<file path="src/rtl/wkc_pkg.sv">
package wkc_pkg;
   typedef enum logic {
      MODE_MON = 1'b0,
      MODE_ID  = 1'b1
   } wkc_mode_e;

   localparam logic [1:0] CFG_PATTERN = 2'd0;
   localparam logic [1:0] CFG_PERIOD  = 2'd1;
   localparam logic [1:0] CFG_WINDOW  = 2'd2;
   localparam logic [1:0] CFG_TIMEOUT = 2'd3;
endpackage

</file>
<file path="src/rtl/wkc_tick_gen.sv">
module wkc_tick_gen #(
   parameter int DIV = 24
) (
   input  logic clk,
   input  logic rst_n,
   output logic tick
);
   generate
      if (DIV < 1) begin : g_bad
         $error("wkc_tick_gen: DIV must be at least 1");
      end

      if (DIV == 1) begin : g_pass
         logic unused_tick_in;
         assign unused_tick_in = clk ^ rst_n;
         assign tick = 1'b1;
      end else begin : g_cnt
         localparam int DW = $clog2(DIV);
         localparam logic [DW-1:0] LAST = DW'(DIV - 1);
         logic [DW-1:0] cnt_q;

         always_ff @(posedge clk or negedge rst_n) begin
            if (!rst_n)
               cnt_q <= '0;
            else if (cnt_q == LAST)
               cnt_q <= '0;
            else
               cnt_q <= cnt_q + DW'(1);
         end

         assign tick = (cnt_q == LAST);
      end
   endgenerate
endmodule

</file>
<file path="src/rtl/wkc_cfg_regs.sv">
module wkc_cfg_regs
   import wkc_pkg::*;
#(
   parameter int             PW      = 8,
   parameter int             TW      = 16,
   parameter logic [PW-1:0]  PAT_RST = 8'hAC,
   parameter int             PER_RST = 1000,
   parameter int             WIN_RST = 6,
   parameter int             TO_RST  = 2000
) (
   input  logic          clk,
   input  logic          rst_n,
   input  logic          we,
   input  logic [1:0]    addr,
   input  logic [TW-1:0] wdata,
   output logic [PW-1:0] pattern,
   output logic [TW-1:0] period,
   output logic [TW-1:0] window,
   output logic [TW-1:0] timeout
);
   generate
      if (PW > TW) begin : g_bad_w
         $error("wkc_cfg_regs: pattern wider than data word");
      end
      if (PER_RST >= (2 ** TW) || TO_RST >= (2 ** TW)) begin : g_bad_rst
         $error("wkc_cfg_regs: reset value does not fit TW");
      end
   endgenerate

   always_ff @(posedge clk or negedge rst_n) begin
      if (!rst_n) begin
         pattern <= PAT_RST;
         period  <= TW'(PER_RST);
         window  <= TW'(WIN_RST);
         timeout <= TW'(TO_RST);
      end else if (we) begin
         case (addr)
            CFG_PATTERN: pattern <= wdata[PW-1:0];
            CFG_PERIOD:  period  <= wdata;
            CFG_WINDOW:  window  <= wdata;
            default:     timeout <= wdata;
         endcase
      end
   end
endmodule

</file>
<file path="src/rtl/wkc_start_matcher.sv">
module wkc_start_matcher #(
   parameter int PW = 8
) (
   input  logic                        clk,
   input  logic                        rst_n,
   input  logic                        flush,
   input  logic                        shift,
   input  logic                        bit_in,
   input  logic [PW-1:0]               pattern,
   output logic                        hit,
   output logic [$clog2(PW+1)-1:0]     fill
);
   localparam int CW = $clog2(PW + 1);
   localparam logic [CW-1:0] FULL   = CW'(PW);
   localparam logic [CW-1:0] NEARLY = CW'(PW - 1);

   generate
      if (PW < 2) begin : g_bad
         $error("wkc_start_matcher: pattern must be at least 2 bits");
      end
   endgenerate

   logic [PW-1:0] hist_q;
   logic [PW-1:0] hist_nx;
   logic [CW-1:0] fill_q;

   assign hist_nx = {hist_q[PW-2:0], bit_in};
   assign hit     = shift && !flush && (fill_q >= NEARLY) && (hist_nx == pattern);
   assign fill    = fill_q;

   always_ff @(posedge clk or negedge rst_n) begin
      if (!rst_n) begin
         hist_q <= '0;
         fill_q <= '0;
      end else if (flush) begin
         hist_q <= '0;
         fill_q <= '0;
      end else if (shift) begin
         hist_q <= hist_nx;
         if (fill_q != FULL)
            fill_q <= fill_q + CW'(1);
      end
   end
endmodule

</file>
<file path="src/rtl/wkc_dutycycle_ctrl.sv">
module wkc_dutycycle_ctrl
   import wkc_pkg::*;
#(
   parameter int             TICK_DIV = 24,
   parameter int             PW       = 8,
   parameter int             TW       = 16,
   parameter logic [PW-1:0]  PAT_RST  = 8'hAC,
   parameter int             PER_RST  = 1000,
   parameter int             WIN_RST  = 6,
   parameter int             TO_RST   = 2000
) (
   input  logic          clk,
   input  logic          rst_n,
   input  logic          force_id,
   input  logic          det_in,
   input  logic          dec_done,
   input  logic          dec_fail,
   input  logic          cfg_we,
   input  logic [1:0]    cfg_addr,
   input  logic [TW-1:0] cfg_wdata,
   output logic          fe_en,
   output logic          dec_en
);
   localparam logic [TW-1:0] ONE = TW'(1);

   generate
      if (WIN_RST < 1 || WIN_RST >= PER_RST) begin : g_bad_win
         $error("wkc_dutycycle_ctrl: window must be 1..period-1");
      end
      if (TO_RST < 1) begin : g_bad_to
         $error("wkc_dutycycle_ctrl: timeout must be nonzero");
      end
   endgenerate

   logic          tick;
   logic [PW-1:0] pattern;
   logic [TW-1:0] period, window, timeout;
   logic          hit, shift, flush;
   logic [$clog2(PW+1)-1:0] fill;

   wkc_mode_e     state_q;
   logic [TW-1:0] pos_q;
   logic [TW-1:0] tcnt_q;

   logic mon, in_win, at_sample, wrap, expire, leave;

   wkc_tick_gen #(.DIV(TICK_DIV)) u_tick (
      .clk  (clk),
      .rst_n(rst_n),
      .tick (tick)
   );

   wkc_cfg_regs #(
      .PW(PW), .TW(TW), .PAT_RST(PAT_RST),
      .PER_RST(PER_RST), .WIN_RST(WIN_RST), .TO_RST(TO_RST)
   ) u_cfg (
      .clk    (clk),
      .rst_n  (rst_n),
      .we     (cfg_we),
      .addr   (cfg_addr),
      .wdata  (cfg_wdata),
      .pattern(pattern),
      .period (period),
      .window (window),
      .timeout(timeout)
   );

   wkc_start_matcher #(.PW(PW)) u_match (
      .clk    (clk),
      .rst_n  (rst_n),
      .flush  (flush),
      .shift  (shift),
      .bit_in (det_in),
      .pattern(pattern),
      .hit    (hit),
      .fill   (fill)
   );

   always_comb begin
      mon       = (state_q == MODE_MON);
      in_win    = (pos_q < window);
      at_sample = (window != '0) && (pos_q == window - ONE);
      wrap      = (pos_q >= period - ONE);
      shift     = mon && !force_id && tick && at_sample;
      flush     = force_id || !mon;
      expire    = tick && (tcnt_q >= timeout - ONE);
      leave     = !mon && (dec_done || dec_fail || expire);
   end

   always_ff @(posedge clk or negedge rst_n) begin
      if (!rst_n) begin
         state_q <= MODE_MON;
         pos_q   <= '0;
         tcnt_q  <= '0;
      end else if (force_id) begin
         state_q <= MODE_MON;
         pos_q   <= '0;
         tcnt_q  <= '0;
      end else if (mon) begin
         if (hit) begin
            state_q <= MODE_ID;
            tcnt_q  <= '0;
         end else if (tick) begin
            pos_q <= wrap ? '0 : pos_q + ONE;
         end
      end else begin
         if (leave) begin
            state_q <= MODE_MON;
            pos_q   <= '0;
            tcnt_q  <= '0;
         end else if (tick) begin
            tcnt_q <= tcnt_q + ONE;
         end
      end
   end

   assign fe_en  = force_id || !mon || in_win;
   assign dec_en = force_id || !mon;
endmodule

</file>
<file path="config.mk">
export PLATFORM = sky130hd
export DESIGN_NAME = wkc_dutycycle_ctrl
export DESIGN_NICKNAME = d
export VERILOG_FILES = /design/src/rtl/wkc_pkg.sv /design/src/rtl/wkc_tick_gen.sv /design/src/rtl/wkc_cfg_regs.sv /design/src/rtl/wkc_start_matcher.sv /design/src/rtl/wkc_dutycycle_ctrl.sv
export SDC_FILE = /design/constraint.sdc
export NUM_CORES = 1
export LEC_CHECK = 0
export ABC_AREA = 1
export BUFFER_PORTS_ARGS = -buffer_cell sky130_fd_sc_hd__buf_2
export CORE_ASPECT_RATIO = 0.9
export CORE_MARGIN = 3
export CORE_UTILIZATION = 35
export DETAILED_ROUTE_END_ITERATION = 12
export REMOVE_ABC_BUFFERS = 1
export SLEW_MARGIN = 25
export SYNTH_ARGS = -nofsm -noshare
export SYNTH_HDL_FRONTEND = slang
export SYNTH_SLANG_ARGS = --single-unit
export TNS_END_PERCENT = 100
</file>
<file path="constraint.sdc">
create_clock -name clk -period 4.2 [get_ports clk]
set_input_delay 0.84 -clock clk [delete_from_list [all_inputs] [get_ports clk]]
set_output_delay 0.84 -clock clk [all_outputs]
set_load 0.01 [all_outputs]
</file>
==> results.toml <==
[worst_setup_path]
path_class = "flop to flop"
path_cells = "nor2_1 > nand2_1 > nor3_2 > nand2_1 > nor3_2 > nand2_1 > nor3_1 > nand3_1 > xnor2_1 > inv_1 > ha_1 > a21oi_1 > o21ai_0 > a21oi_1 > nand3_1 > nand2_1 > nand4_1 > buf_4 > nand4_1 > nand2_1"
critPathBufInv = 2
slowest_delay_ps = 420
cp.required_ps = 4440
crit_path_start_kind = "flop"
critical_path.endpoint_type = "flop"
crit_fanout = 16
critPathLaunch = "u_cfg.timeout[2]"
worstRegToRegCells = 20
r2r-end = "pos_q[12]"
cp-endpoint = "pos_q[12]"
cp_num_cells = 20
cpMaxStageDelayCell = "dfrtp_1"
r2r_slack_ps = 650
crit_family = "simple AND/OR/NAND/NOR gates"
worst_ep_arrival_time_ps = 3790
r2r-start = "u_cfg.timeout[2]"
cpMostUsedCell = "nand2_1"

[sta]
setup_viol = 0
worst_slew_pin_slew_ps = 896
fin_crit_ps = 3550
period_share = 0.844
fin_skew_ps = 10.1
slew_violations = 0
fmax_ghz = 0.282
rsz0062_at_grt = "no"
fin_tns_setup_ps = 0
slew_headroom = 0.402
hold_viol_final = 0

[clock_tree]
clkTransAtPathRegs_ps = 80
cts_resized = 0
cts_buffers = 9
post-cts-setup-buffer-count = 0
hold_buffers = 0
insertion_delay_ps = 360
cts.htree.levels = 3
clock-sinks = 105
clock_path_buffers = 2
cts_tree = "done"
cts_root_buf = "clkbuf_16"

[floorplan]
die_w_um = 159
die_area_um2 = 22800
start_util = 0.362
rows = 49
design.portCount = 27
die_h_um = 143
core_area_um2 = 20300

[job]
drv_cap = 0

[finish]
insertedDiodeCount = 0
area_growth_pct = 11.0
final_layout_size_suffix_gt1_frac = 0.0981
nets = 1096
fin_cells = 1299
register_area_um2 = 2650
fillers = 2092
multi_input_area_um2 = 4170

[grt]
antenna_found_initial = 0
grt_pass1_vias = 5770
grt_first_pass_wirelength_um = 29800
grt_overflow_total = 0
grtUsageTotal = 0.161
grt_max_degree = 79

[placed_design]
dp_hpwl_um = 13200
dp_cells = 1283
gp_congestion = 0.881
io_buffers = 26

[drt]
firstDrtPassIters = 5
drt-wirelength-per-cell_um = 13.6
via_per_inst = 4.79
totalWireLength_um = 17700
vias = 6216
ant_nets = 0
drt_iter0_drc = 413
route.detailed.drc = 0

[synth]
ys_warn_count = 0
yosysMostFrequentCell = "nand2_1"
yosys-top-cells-count = "nand2_1 (266), inv_1 (112), nor2_1 (89), dfrtp_1 (87), o21ai_0 (73)"
synth_top_area_cell = "dfrtp_1"
synthesis.area_um2 = 7350
async_reset_ff_frac = 1.00
synth_top_area_share = 0.296
ys_ff_latch = 105
syn_inst = 994
postSynthAreaPerCell_um2 = 7.40
synth_cell_type_count = 41
synth_area_leaders = "dfrtp_1 (30%), nand2_1 (14%), ha_1 (9.7%), dfstp_2 (6.4%), inv_1 (5.7%)"
synth_edf_count = 0
yosysSeqAreaShare = 0.361
synth_flop_cell = "dfrtp_1"

[pwr]
max-vdd-ir-drop_mv = 0.177
leakage_nw = 3.96
p_per_area_nw_per_um2 = 350

[min_path]
worstHoldPathType = "primary input to async pin"

[run_status]
status = "complete, no violations"
[where the power goes]
group	internal (W)	switching, W	leakage [nW]
registers	0.00113	0.000125	1.34
logic	0.000249	0.000400	2.45
clock network	0.000536	0.000421	0.165
[per-stage QoR]
stage	power [W]	hold slack, ps	instance area, µm²	setup slack [ps]	util
2_1_floorplan	0.00172	433	7230	255	-
3_3_place_gp	0.00190	454	7800	510	0.384
3_5_place_dp	0.00191	476	7800	386	0.384
4_1_cts	0.00289	414	8130	358	0.401
5_1_grt	0.00306	427	8160	134	0.402
6_report	0.00286	408	8160	654	0.402
[kinds of logic (layout without fill, tap and decap cells)]
kind of cell	count (synthesis)	after routing	share of synthesized area
compound gates	120	120	0.0871
flops	105	105	0.361
simple gates	501	501	0.299
xor+xnor	67	67	0.0798
buf+inv	144	169	0.0761
fa+ha+maj	57	57	0.0970
[placed cells by master, fill, tap and decap left out, types with 2 or more instances in the layout]
cell type | netlist | final
dfrtp_1 | 87 | 87
o21ai_0 | 73 | 73
inv_1 | 112 | 112
nand4_1 | 30 | 30
inv_2 | 5 | 5
o31ai_1 | 2 | 2
ha_1 | 57 | 57
nor2_4 | 4 | 4
nor3_1 | 31 | 29
o22ai_1 | 8 | 8
inv_6 | 0 | 2
nand2_1 | 266 | 266
nand2_2 | 3 | 3
nor3_2 | 1 | 3
nor4_1 | 3 | 3
or2_2 | 2 | 2
nand3b_1 | 2 | 2
nand2_4 | 2 | 2
o21ai_1 | 3 | 3
nand3_1 | 56 | 54
o211ai_1 | 2 | 2
a21oi_1 | 25 | 25
o21a_1 | 2 | 2
nor2_2 | 5 | 5
dfstp_2 | 18 | 18
xnor2_1 | 25 | 25
nand3_2 | 3 | 4
or3_1 | 2 | 2
clkbuf_16 | 0 | 9
nor2_1 | 89 | 89
xor2_1 | 42 | 42
buf_4 | 2 | 9
a211oi_1 | 2 | 2
buf_2 | 3 | 25
bufinv_16 | 0 | 2
[worst min-delay path by stage]
stage | from | to | slack (ps)
after global placement | u_tick.g_cnt.cnt_q[0] | u_tick.g_cnt.cnt_q[0] | 450
after detailed placement | u_tick.g_cnt.cnt_q[0] | u_tick.g_cnt.cnt_q[0] | 480
final | rst_n | u_match.hist_q[3] | 410
after CTS | rst_n | pos_q[2] | 410
after floorplan | u_tick.g_cnt.cnt_q[0] | u_tick.g_cnt.cnt_q[0] | 430
after global routing | rst_n | u_match.hist_q[3] | 430
[final cells by class]
cell class	instances	share of cell area
Sequential cell	105	0.325
Multi-Input combinational cell	745	0.511
Inverter	118	0.0543
Timing Repair Buffer	35	0.0261
Tap cell	280	0.0429
Clock inverter	7	0.0135
Clock buffer	9	0.0276
[registers in the layout, summed over array words and instances, names as in the netlist]
signal and count:
pos_q 16, state_q 1, tcnt_q 16, u_cfg.pattern 8
u_cfg.period 16, u_cfg.timeout 16, u_cfg.window 16, u_match.fill 4
u_match.hist_q 7, u_tick.g_cnt.cnt_q 5
[metal layers]
layer  vias to the layer above  wire (µm)  global-route usage
li1                       3266          -                   -
met1                      2834       9440               0.242
met2                        98       7320               0.240
met3                        18        647              0.0251
met5                         -          0                   0
met4                         0        254              0.0456
[worst reg2reg max path: stages (launching register included)]
cell and delay [ps]:
dfrtp_1 420, nor2_1 100, nand2_1 90, nor3_2 180, nand2_1 140, nor3_2 170
nand2_1 120, nor3_1 260, nand3_1 140, xnor2_1 160, inv_1 60, ha_1 280
a21oi_1 130, o21ai_0 100, a21oi_1 140, nand3_1 90, nand2_1 60, nand4_1 270
buf_4 320, nand4_1 110, nand2_1 80
Power figures use the tool's default switching activity.
